===== config.mk =====
export PLATFORM = sky130hd
export DESIGN_NAME = nor_toggle_poller
export DESIGN_NICKNAME = d
export VERILOG_FILES = /design/src/rtl/nor_poll_pkg.sv /design/src/rtl/nor_poll_dp.sv /design/src/rtl/nor_poll_ctl.sv /design/src/rtl/nor_toggle_poller.sv
export SDC_FILE = /design/constraint.sdc
export NUM_CORES = 1
export LEC_CHECK = 0
export ABC_AREA = 1
export CAP_MARGIN = 10
export CORE_ASPECT_RATIO = 0.6
export CORE_UTILIZATION = 46
export DETAILED_ROUTE_END_ITERATION = 10
export PLACE_DENSITY = 0.86
export SYNTH_ARGS = -nofsm -noshare
export SYNTH_HDL_FRONTEND = slang
export SYNTH_SLANG_ARGS = --single-unit

===== constraint.sdc =====
create_clock -name clk -period 1.6 [get_ports clk]
set_clock_uncertainty 0.2 [all_clocks]
set_input_delay 0.32 -clock clk [delete_from_list [all_inputs] [get_ports clk]]
set_output_delay 0.32 -clock clk [all_outputs]
set_load 0.01 [all_outputs]

===== src/rtl/nor_poll_pkg.sv =====
package nor_poll_pkg;

  typedef enum logic [3:0] {
    ST_IDLE,
    ST_RD1,
    ST_RD2,
    ST_EVAL,
    ST_RC1,
    ST_RC2,
    ST_RCEVAL,
    ST_RSTWR,
    ST_DONE,
    ST_FAIL
  } pollState_t;

  // strobes from control to datapath
  typedef struct packed {
    logic capFirst;
    logic capSecond;
    logic clrPairs;
    logic incPairs;
  } dpStrobe_t;

endpackage


===== src/rtl/nor_poll_dp.sv =====
module nor_poll_dp
  import nor_poll_pkg::*;
#(
  parameter int DATA_W = 8,
  parameter int TOGGLE_BIT = 6,
  parameter int LIMIT_BIT = 5,
  parameter int MAX_PAIRS = 1024,
  parameter logic [DATA_W-1:0] RESET_CMD = 8'hF0
) (
  input  logic              clk,
  input  logic              rstN,
  input  dpStrobe_t         stb,
  input  logic [DATA_W-1:0] rdData,
  output logic              toggled,
  output logic              limitHit,
  output logic              pairsSpent,
  output logic [DATA_W-1:0] wrData
);

  localparam int CNT_W = $clog2(MAX_PAIRS + 1);
  localparam logic [DATA_W-1:0] TOG_MASK = DATA_W'(1) << TOGGLE_BIT;
  localparam logic [DATA_W-1:0] LIM_MASK = DATA_W'(1) << LIMIT_BIT;
  localparam logic [CNT_W-1:0] PAIR_LIMIT = CNT_W'(MAX_PAIRS);

  logic firstTog;
  logic secondTog;
  logic secondLim;
  logic [CNT_W-1:0] pairCnt;

  // only the two decision bits are kept from each read
  always_ff @(posedge clk or negedge rstN) begin
    if (!rstN) begin
      firstTog  <= 1'b0;
      secondTog <= 1'b0;
      secondLim <= 1'b0;
    end else begin
      if (stb.capFirst) begin
        firstTog <= |(rdData & TOG_MASK);
      end
      if (stb.capSecond) begin
        secondTog <= |(rdData & TOG_MASK);
        secondLim <= |(rdData & LIM_MASK);
      end
    end
  end

  always_ff @(posedge clk or negedge rstN) begin
    if (!rstN) begin
      pairCnt <= '0;
    end else if (stb.clrPairs) begin
      pairCnt <= '0;
    end else if (stb.incPairs && pairCnt != PAIR_LIMIT) begin
      pairCnt <= pairCnt + CNT_W'(1);
    end
  end

  assign toggled    = firstTog ^ secondTog;
  assign limitHit   = secondLim;
  assign pairsSpent = (pairCnt == PAIR_LIMIT);
  assign wrData     = RESET_CMD;

endmodule


===== src/rtl/nor_poll_ctl.sv =====
module nor_poll_ctl
  import nor_poll_pkg::*;
(
  input  logic      clk,
  input  logic      rstN,
  input  logic      start,
  input  logic      rdAck,
  input  logic      wrAck,
  input  logic      toggled,
  input  logic      limitHit,
  input  logic      pairsSpent,
  output dpStrobe_t stb,
  output logic      rdReq,
  output logic      wrReq,
  output logic      busy,
  output logic      done,
  output logic      fail
);

  pollState_t curState;
  pollState_t nxtState;

  always_ff @(posedge clk or negedge rstN) begin
    if (!rstN) curState <= ST_IDLE;
    else       curState <= nxtState;
  end

  always_comb begin
    nxtState = curState;
    stb      = '0;
    unique case (curState)
      ST_IDLE: begin
        if (start) begin
          nxtState     = ST_RD1;
          stb.clrPairs = 1'b1;
        end
      end
      ST_RD1: begin
        if (rdAck) begin
          stb.capFirst = 1'b1;
          nxtState     = ST_RD2;
        end
      end
      ST_RD2: begin
        if (rdAck) begin
          stb.capSecond = 1'b1;
          stb.incPairs  = 1'b1;
          nxtState      = ST_EVAL;
        end
      end
      ST_EVAL: begin
        if (!toggled)        nxtState = ST_DONE;
        else if (limitHit)   nxtState = ST_RC1;
        else if (pairsSpent) nxtState = ST_RSTWR;
        else                 nxtState = ST_RD1;
      end
      ST_RC1: begin
        if (rdAck) begin
          stb.capFirst = 1'b1;
          nxtState     = ST_RC2;
        end
      end
      ST_RC2: begin
        if (rdAck) begin
          stb.capSecond = 1'b1;
          nxtState      = ST_RCEVAL;
        end
      end
      ST_RCEVAL: begin
        nxtState = toggled ? ST_RSTWR : ST_DONE;
      end
      ST_RSTWR: begin
        if (wrAck) nxtState = ST_FAIL;
      end
      ST_DONE: nxtState = ST_IDLE;
      ST_FAIL: nxtState = ST_IDLE;
      default: nxtState = ST_IDLE;
    endcase
  end

  assign rdReq = (curState == ST_RD1) || (curState == ST_RD2) ||
                 (curState == ST_RC1) || (curState == ST_RC2);
  assign wrReq = (curState == ST_RSTWR);
  assign busy  = (curState != ST_IDLE);
  assign done  = (curState == ST_DONE);
  assign fail  = (curState == ST_FAIL);

endmodule


===== src/rtl/nor_toggle_poller.sv =====
module nor_toggle_poller
  import nor_poll_pkg::*;
#(
  parameter int DATA_W = 8,
  parameter int TOGGLE_BIT = 6,
  parameter int LIMIT_BIT = 5,
  parameter int MAX_PAIRS = 1024,
  parameter logic [DATA_W-1:0] RESET_CMD = 8'hF0
) (
  input  logic              clk,
  input  logic              rstN,
  input  logic              start,
  output logic              rdReq,
  input  logic              rdAck,
  input  logic [DATA_W-1:0] rdData,
  output logic              wrReq,
  input  logic              wrAck,
  output logic [DATA_W-1:0] wrData,
  output logic              busy,
  output logic              done,
  output logic              fail
);

  dpStrobe_t stb;
  logic toggled;
  logic limitHit;
  logic pairsSpent;

  nor_poll_ctl u_ctl (
    .clk(clk), .rstN(rstN), .start(start), .rdAck(rdAck), .wrAck(wrAck),
    .toggled(toggled), .limitHit(limitHit), .pairsSpent(pairsSpent),
    .stb(stb), .rdReq(rdReq), .wrReq(wrReq), .busy(busy),
    .done(done), .fail(fail)
  );

  nor_poll_dp #(
    .DATA_W(DATA_W), .TOGGLE_BIT(TOGGLE_BIT), .LIMIT_BIT(LIMIT_BIT),
    .MAX_PAIRS(MAX_PAIRS), .RESET_CMD(RESET_CMD)
  ) u_dp (
    .clk(clk), .rstN(rstN), .stb(stb), .rdData(rdData),
    .toggled(toggled), .limitHit(limitHit), .pairsSpent(pairsSpent),
    .wrData(wrData)
  );

endmodule


==> Word level (Yosys, flattened, before mapping) <==
Index checks and enable logic that the tools add are counted.
{ "word_totals": {"regBits": 18, "inputBits": 13, "output_inout_bits": 13, "elab_cells": 53} }
{ "op_classes": {"n_addsub": 1, "n_eq_ne": 17, "mux": 19, "bitwise": 1, "n_reduce_logical": 10} }
{ "ops": {"columns": ["op", "count"], "rows": [
  ["two-way mux 4 bit", 9],
  ["one-hot mux 4 bit (8 select lines)", 1],
  ["two-way mux 11 bit", 2],
  ["equality test 4 x 3 -> 1 bit, second input constant", 4],
  ["adder 11 x 1 -> 11 bit, second input constant", 1],
  ["equality test 11 bit, second input constant", 1],
  ["!= test 11 bit, second input constant", 1],
  ["!= test 2 bit, second input constant", 5],
  ["equality test 4 x 2 -> 1 bit, second input constant", 2],
  ["equality test 4 bit, second input constant", 2],
  ["two-way mux 1 bit", 6],
  ["AND reduction 6 bit", 1],
  ["equality test 4 x 1 -> 1 bit, second input constant", 1],
  ["zero test 4 bit", 1],
  ["nonzero test 4 bit", 1],
  ["OR reduction 2 bit", 2],
  ["logical OR 1 bit", 3],
  ["two-way mux 3 bit", 1],
  ["!= test 2 x 1 -> 1 bit, second input constant", 1],
  ["nonzero test 2 bit", 1],
  ["logical AND 1 bit", 1],
  ["bitwise XOR 1 bit", 1]
]} }

==> Depth between registers and ports, before layout <==
Gate-level depths: netlist of run 1.
{ "logic_depth": {"word_depth": 5, "depth_mapped": 11, "ltp_nobuf": 10} }

==> Cells and area by module <==
From an unflattened synthesis of run 1, not the netlist that was laid out.
{ "hier_totals": {"hier_cells": 191, "area_unflattened_um2": 1341.3} }
{ "by_module_without_submodules": {"columns": ["module", "n_inst", "cells_each", "area_each_um2", "seq_area_each_um2"], "rows": [
  ["nor_poll_dp", 1, 116, 897.1, 350.3],
  ["nor_poll_ctl", 1, 75, 444.2, 100.1]
]} }

==> Worst setup path after synthesis of run 1 <==
OpenSTA, ideal clock, no wires.
{ "synth_path": {"kind": "reg-to-reg", "startpoint": "register u_dp.pairCnt[0]", "endpoint": "register u_dp.pairCnt[8]", "setup_ns": 0.118, "arrival_ns": 1.227, "required_ns": 1.282, "path_slack_ns": 0.055, "path_stages_with_launch": 12, "path_buffers": 1, "period_less_slack_ns": 1.545, "path_cell_list": "dfrtp_1 inv_1 ha_1 nand2_1 inv_1 nand2_1 nor2_2 nor2_4 nor2_4 buf_6 nand2_1 nand2_1"} }
{ "synth_between": {"elab_chain_cells": 3, "word_cells_on_any_way": 6, "cone_classes": "1 x add/sub; 1 x eq/ne; 2 x mux; 2 x reduce/logical"} }
{ "synth_rtl": {"columns": ["element", "line", "rtl"], "rows": [
  ["from (decl)", "nor_poll_dp.sv:28", "logic [CNT_W-1:0] pairCnt;"],
  ["from (signal assigned)", "nor_poll_dp.sv:53", "pairCnt <= pairCnt + CNT_W'(1);"],
  ["adder 11 x 1 -> 11 bit / != test 11 bit (equally long branches)", "nor_poll_dp.sv:53, nor_poll_dp.sv:52", null],
  ["two-way mux 11 bit / logical AND 1 bit (equally long branches)", "nor_poll_dp.sv:52", "end else if (stb.incPairs && pairCnt != PAIR_LIMIT) begin"],
  ["two-way mux 11 bit / nonzero test 2 bit (equally long branches)", null, null]
]} }
Parallel ways exist; a longest one is shown, timed or not. The select of a mux whose other input is x is not followed.
A chain may end at the register's enable or synchronous reset.

==> Final worst setup path of run 1 <==
{ "layout_path": {"startpoint": "register u_ctl.curState[0]", "endpoint": "register u_dp.pairCnt[6]"} }
{ "layout_between": {"elab_chain_cells": 4, "word_cells_on_any_way": 7, "cone_classes": "1 x eq/ne; 3 x mux; 3 x reduce/logical"} }
{ "layout_rtl": {"columns": ["element", "line", "rtl"], "rows": [
  ["from (decl)", "nor_poll_ctl.sv:20", "pollState_t curState;"],
  ["from (signal assigned)", "nor_poll_ctl.sv:25", "else curState <= nxtState;"],
  ["equality test 4 x 2 -> 1 bit", "nor_poll_ctl.sv:31", "unique case (curState)"],
  ["two-way mux 1 bit", "nor_poll_ctl.sv:31", null],
  ["logical AND 1 bit", "nor_poll_dp.sv:52", null],
  ["nonzero test 2 bit (no source line)", null, null]
]} }
Parallel ways exist; a longest one is shown, timed or not.

==> out/results.tsv, run 1 <==
metric	value	unit
violated checks	setup timing	
Slew @ Worst Pin	0.506	ns
I/O Pins	26	
Flop pwr share	20.8	%
Final Instance Area	0.00201	mm^2
internal power	1750	uW
Vias	1609	
root buffer cell	clkbuf_8	
Worst setup SP type	flop	
Slew Limit Fails	0	
placed cell area	0.00168	mm^2
fill count	168	
FP Rows	14	
Post-DP HPWL	2.53	mm
Max Cap Viol	0	
DRT Wirelength	4.69	mm
drt drc	0	
Switching Power	1470	uW
CP Class	reg2reg	
GPL Wtd Cong	0.915	
Hold/Removal Path Class	in2async	
Power Dens Cells	1600	mW/mm^2
Avg Cell Area, Syn	6.82	um^2
CP endpoint kind	flop	
Die Height	44.1	um
largest net degree at the start of global routing	19	
Clk network pwr share	12.3	%
flops & latches, synth	18	
Nets	267	
Worst-Skew Late Latency	0.27	ns
Cell Area, Synth	0.00136	mm^2
final worst path period need	1.84	ns
Cell variety after synth	27	
Die Area	0.00318	mm^2
DR vias/cell	5.53	
VDD IR max	0.000807	V
hold violation count in the final report	0	
# hold bufs at CTS	0	
switch share	45.7	%
min setup slack post-route	-0.244	ns
Hold Slack	0.181	ns
maximum clock path buffer count	2	
fraction of registers with async set/reset	100	%
Clock transition at path regs	0.08	ns
sequential area share after synthesis	33.2	%
1st-pass router iterations	5	
Logic pwr share	66.9	%
CTS buffer count	3	
cells after synthesis	199	
Syn-to-layout area delta	48.0	%
Slew HR	66.0	%
CORE AREA	0.00265	mm^2
layout cells sized above 1	37.5	%
prevailing post-synth register cell	dfrtp_1	
vias in the first global route	1322	
TritonCTS clock tree	yes	
CP Data Required Time	1.61	ns
outcome	complete, but fails checks	
Tot GR Track Use	26.2	%
final setup fails	20	
RSZ-0062 raised after global routing	yes	
ANT cells	0	
Iter 0 DRT Violations	203	
Post-synth EDFFs	0	
global route overflow	0	
starting density of the core	51.3	%
Tcrit/Tclk final	115	%
Yosys warning count	0	
Arr. time, crit path	1.85	ns
global-route wire length before repair	6.13	mm
Layout Utilization	76.0	%
LEAKAGE	0.00104	uW
IO Port Bufs	11	
initial antenna violation count	0	
Die X	72.1	um
Worst Path Max Fanout	6	
routed len/inst	16.1	um
H-tree level count	1	
clock sink count	18	
f_max	542	MHz
Antenna Nets Post-Route	0	
critical path, cell delays in order (launching register included):
cell	delay, ns
dfrtp_2	0.43
buf_4	0.14
inv_2	0.12
buf_6	0.14
nand4_1	0.16
nor2_4	0.24
buf_6	0.15
nand4_1	0.11
nand2_1	0.09
cells by family after synthesis:
kind of cell,Yosys count,synth area share (%)
adder cells (fa/ha/maj),2,1.84
other,2,0.553
flip-flops,18,33.2
AO/OA/AOI/OAI,12,5.44
buffers and inverters,36,13.7
AND/OR/NAND/NOR,123,41.4
XOR/XNOR,6,3.87
area by class of cell:
class	instances	area [um^2]	area share (%)
multi-input combinational	151	882	43.9
timing repair buffer	55	480	23.9
sequential	18	455	22.7
inverter	23	86.3	4.30
clock buffer	4	55.1	2.74
tap	40	50.0	2.49
layout by cell type, fill, tap and decap left out, drive strengths merged:
cell type / count
inv: 23
o21bai: 2
o21ai: 3
dfrtp: 18
xor2: 4
buf: 49
a21boi: 1
a21oi: 5
clkbuf: 4
conb: 8
xnor2: 2
clkdlybuf4s50: 6
nor2: 26
nor3: 1
nor4: 1
ha: 2
nand2: 66
nand4: 10
a21o: 1
nand3: 19
per-stage QoR:
step                setup TNS, ns  cells  total power (uW)  setup WS, ns
floorplan                       0    205              1520        0.0549
global placement            -2.68    275              2040        -0.257
detailed placement          -3.50    275              2080        -0.304
CTS                         -2.22    287              2700        -0.177
global route                -4.48    291              3380        -0.286
finish                      -3.39    291              3220        -0.244
flip-flops by register name, indices dropped and copies added, names as in the netlist:
name,count
u_dp.pairCnt,11
u_ctl.curState,4
u_dp.firstTog,1
u_dp.limitHit,1
u_dp.secondTog,1
power by group through the flow:
stage | logic [uW] | registers, uW | clock network (uW)
floorplan | 877 | 638 | 0
global placement | 1380 | 668 | 0
detailed placement | 1400 | 674 | 0
CTS | 1660 | 658 | 385
global route | 2280 | 682 | 415
finish | 2160 | 671 | 395
Yosys cell counts (2+ instances only):
master    instances  area share, %
a21oi_1           5            1.8
nand2_2           4            1.8
xor2_1            4            2.6
dfrtp_1          18             33
inv_1            18            5.0
buf_4             9            5.0
nand4_1          10            4.6
nor2_2            4            1.8
buf_6             2            1.7
buf_2             2           0.74
ha_1              2            1.8
nand2_1          62             17
conb_1            2           0.55
inv_2             5            1.4
xnor2_1           2            1.3
nand3_1          18            6.6
o21bai_1          2            1.1
nor2_4            3            2.5
nor2_1           19            5.3
final timing paths:
kind | slack (ns) | endpoint | start | cells past startpoint
setup / recovery | -0.24 | u_dp.pairCnt[6]$_DFFE_PN0P_ | u_ctl.curState[0]$_DFFE_PN0P_ | 8
hold / removal | 0.18 | u_dp.pairCnt[4]$_DFFE_PN0P_ | rstN | 2
setup reg to reg | -0.24 | u_dp.pairCnt[6]$_DFFE_PN0P_ | u_ctl.curState[0]$_DFFE_PN0P_ | 8
hold reg to reg | 0.36 | u_dp.pairCnt[10]$_DFFE_PN0P_ | u_dp.pairCnt[10]$_DFFE_PN0P_ | 2
max in group asynchronous | 0.79 | u_ctl.curState[1]$_DFFE_PN0P_ | rstN | 2
min in group clk | 0.36 | u_dp.pairCnt[10]$_DFFE_PN0P_ | u_dp.pairCnt[10]$_DFFE_PN0P_ | 2
metal layers:
layer  GRT usage [%]  vias to the layer above  wire length, um
met5               0                        -                0
met2            41.7                      122             2170
met3            4.56                       31              463
li1                -                      714                -
met1            36.1                      742             1820
met4            11.0                        0              244
repair_timing:
item                       CTS  global route
resized for setup           40            36
setup endpoints to repair   19            23
pin swaps                   10            21
setup buffers                8             7
hold endpoints to repair     0             0
Note: power is estimated with default switching activity, not from simulation.
==> run 2, diff against run 1 <==
--- a/config.mk
+++ b/config.mk
@@ -8,6 +8,7 @@
 export ABC_AREA = 1
 export CAP_MARGIN = 10
 export CORE_ASPECT_RATIO = 0.6
+export CORE_MARGIN = 2
 export CORE_UTILIZATION = 46
 export DETAILED_ROUTE_END_ITERATION = 10
 export PLACE_DENSITY = 0.86
==> run 2 against run 1 <==
  * The run still ends with setup timing left
  * Via count is 8.0% lower
  * Combinational power is 11% lower
  * Sequential cell count stayed put
  * Setup slack better by 0.030 ns
  * Die area is 7.4% higher
  * Register-to-register slack better by 0.04 ns
  * Total power is 9.2% lower
  * Non-clock buffer count stayed put
  * Worst hold slack better by 0.016 ns
  * First-iteration DRC count is 4.4% lower
  * Clock power is 21% lower
  * Routed wire length is 13% lower
  * Largest cell class unchanged
==> out/results.tsv, run 2 (synthesis gave the netlist of run 1 again) <==
metric	value	unit	change
top flop regs	u_dp.pairCnt: 11 flops, u_ctl.curState: 4 flops		
f_max	551	MHz	+1.6%
FF-to-FF Start	u_ctl.curState[3]$_DFFE_PN0P_		
maximum clock path buffer count	2		unchanged
Final Non-Filler Cells	293		+0.69%
worst path bufs/invs	2		-2
initial antenna violation count	0		unchanged
internal power	1640	uW	-6.1%
Antenna Nets Post-Route	0		unchanged
Iter 0 DRT Violations	194		-4.4%
Setup crit end	rdReq		
Final Instance Area	0.00192	mm^2	-4.6%
CP Data Required Time	1.08	ns	-0.53 ns
clock sink count	18		unchanged
hold violation count in the final report	0		unchanged
Worst-Skew Late Latency	0.26	ns	about the same
largest reg by FF count	u_dp.pairCnt		
largest net degree at the start of global routing	19		unchanged
Vias	1480		-8.0%
IO Port Bufs	11		unchanged
Flop pwr share	23.3	%	+2.5 points
pre-CTS WS	-0.301	ns	+0.00308 ns
placed cell area	0.00168	mm^2	+0.15%
starting density of the core	47.9	%	-3.4 points
ANT cells	0		unchanged
crit-path cells	buf_6 > nor2_4 > nand3_2 > nand3_2 > buf_6		
global-route wire length before repair	6.48	mm	+5.7%
Die X	74.1	um	+2.8%
drt drc	0		unchanged
Reg2Reg Setup Slack	-0.20	ns	+0.04 ns
TritonCTS clock tree	yes		
Layout Utilization	67.6	%	-8.3 points
Tcrit/Tclk final	113	%	-1.8 points
GPL Wtd Cong	0.954		+4.3%
number of flip-flops in the largest register	11		unchanged
layout cells sized above 1	33.1	%	-4.4 points
CORE AREA	0.00283	mm^2	+7.1%
Hold/Removal Path Class	in2async		
DRT Wirelength	4.07	mm	-13%
Max Cap Viol	0		unchanged
Tot GR Track Use	26.4	%	+0.15 points
# hold bufs at CTS	0		unchanged
Critical R2R Capture	u_dp.pairCnt[4]$_DFFE_PN0P_		
slowest cell on the critical path	dfrtp_2		
CP Class	reg2out		
CP top delay family	flip-flops		
Die Height	46.1	um	+4.5%
FP Rows	15		+1
DR vias/cell	5.05		-8.6%
RSZ-0062 raised after global routing	yes		
violated checks	setup timing		
CP endpoint kind	primary output		
CP Depth	5		-3
global route overflow	0		unchanged
final setup fails	23		+15%
worst-case reg-to-reg path depth	8		unchanged
Arr. time, crit path	1.29	ns	-0.56 ns
Clock transition at path regs	0.07	ns	about the same
fill count	235		+40%
Power Dens Cells	1530	mW/mm^2	-4.8%
Syn-to-layout area delta	41.2	%	
most frequent cells in the layout	62 x nand2_1, 35 x buf_4, 19 x nor2_1		
min setup slack post-route	-0.214	ns	+0.0296 ns
Worst path max stage delay	0.42	ns	about the same
VDD IR max	0.000820	V	+1.6%
crit path from	u_ctl.curState[3]$_DFFE_PN0P_		
switch share	43.8	%	-1.9 points
root buffer cell	clkbuf_8		
outcome	complete, but fails checks		
LEAKAGE	0.00102	uW	-2.5%
Clk network pwr share	10.7	%	-1.6 points
vias in the first global route	1315		-0.53%
I/O Pins	26		unchanged
Inst Count DP	277		+0.73%
Logic pwr share	66.0	%	-0.9 points
Nets	268		+0.37%
routed len/inst	13.9	um	-14%
H-tree level count	1		unchanged
1st-pass router iterations	4		-1
Slew Limit Fails	0		unchanged
Total Power	2930	uW	-9.2%
Worst setup SP type	flop		
Switching Power	1280	uW	-13%
Post-DP HPWL	2.55	mm	+0.66%
most common cell after layout, fill and taps aside	nand2_1		
Worst Path Max Fanout	3		-3
Die Area	0.00342	mm^2	+7.4%
CTS buffer count	3		unchanged
final worst path period need	1.81	ns	-0.0296 ns
==> run 2: cell types whose count changed in the layout (fill, tap and decap cells not counted), moves of 2 or more <==
cell	previous run	this run
nand3_1	13	15
nand2_4	3	0
buf_4	30	35
nor2_1	16	19
inv_2	8	5
nand2_1	58	62
inv_1	15	17
nand3_4	2	0
nor2_4	8	5
buf_6	16	11
==> run 2: metal layers <==
layer / GRT usage, % / up-vias / share of wire [%]
li1: - / 716 / -
met1: 36.4 / 687 / 44
met2: 40.7 / 69 / 46
met3: 6.13 / 8 / 8.2
met4: 10.2 / 0 / 2.1
met5: 0 / - / 0
==> run 2: worst register-to-register path, stage by stage (launching register included) <==
cell and delay (ns):
dfrtp_2 0.42, buf_6 0.13, nor2_4 0.15, buf_4 0.14, nand4_1 0.12, nor2_4 0.25, buf_6 0.17, nand3_1 0.07
nand2_1 0.08
==> run 2: worst min path at each step <==
stage	end	slack [ns]	start
3_5_place_dp	u_dp.pairCnt[10]$_DFFE_PN0P_	0.33	u_dp.pairCnt[10]$_DFFE_PN0P_
5_1_grt	u_dp.pairCnt[4]$_DFFE_PN0P_	0.21	rstN
3_3_place_gp	u_dp.pairCnt[10]$_DFFE_PN0P_	0.32	u_dp.pairCnt[10]$_DFFE_PN0P_
6_report	u_dp.pairCnt[4]$_DFFE_PN0P_	0.20	rstN
2_1_floorplan	u_ctl.curState[0]$_DFFE_PN0P_	-0.18	rstN
4_1_cts	u_dp.pairCnt[4]$_DFFE_PN0P_	0.21	rstN
==> run 2: stage by stage <==
stage               hold slack (ns)  TNS, ns
finish                        0.197    -3.77
global route                  0.213    -5.31
CTS                           0.210    -2.98
detailed placement            0.329    -3.47
global placement              0.315    -3.02
floorplan                    -0.176        0
==> run 2: power by group through the flow <==
stage	Combinational, uW	Sequential (uW)	Clock (uW)
4_1_cts	1760	668	313
5_1_grt	2090	697	342
6_report	1930	682	314
3_3_place_gp	1360	667	0
3_5_place_dp	1420	676	0
2_1_floorplan	877	638	0
==> run 2: repair_timing <==
| item | in CTS | in global routing |
|---|---|---|
| setup endpoints to repair | 19 | 23 |
| buffers inserted | 11 | 1 |
| pin swaps | 11 | 6 |
| resized for setup | 42 | 7 |
| gates cloned | 1 | 0 |
==> run 2: area by class of cell <==
cell class	instances	area, um^2	area share (%)
Multi-Input combinational cell	152	817	42.6
Sequential cell	18	455	23.8
Clock buffer	3	41.3	2.15
Inverter	23	88.8	4.63
Timing Repair Buffer	55	462	24.1
Tap cell	42	52.6	2.74
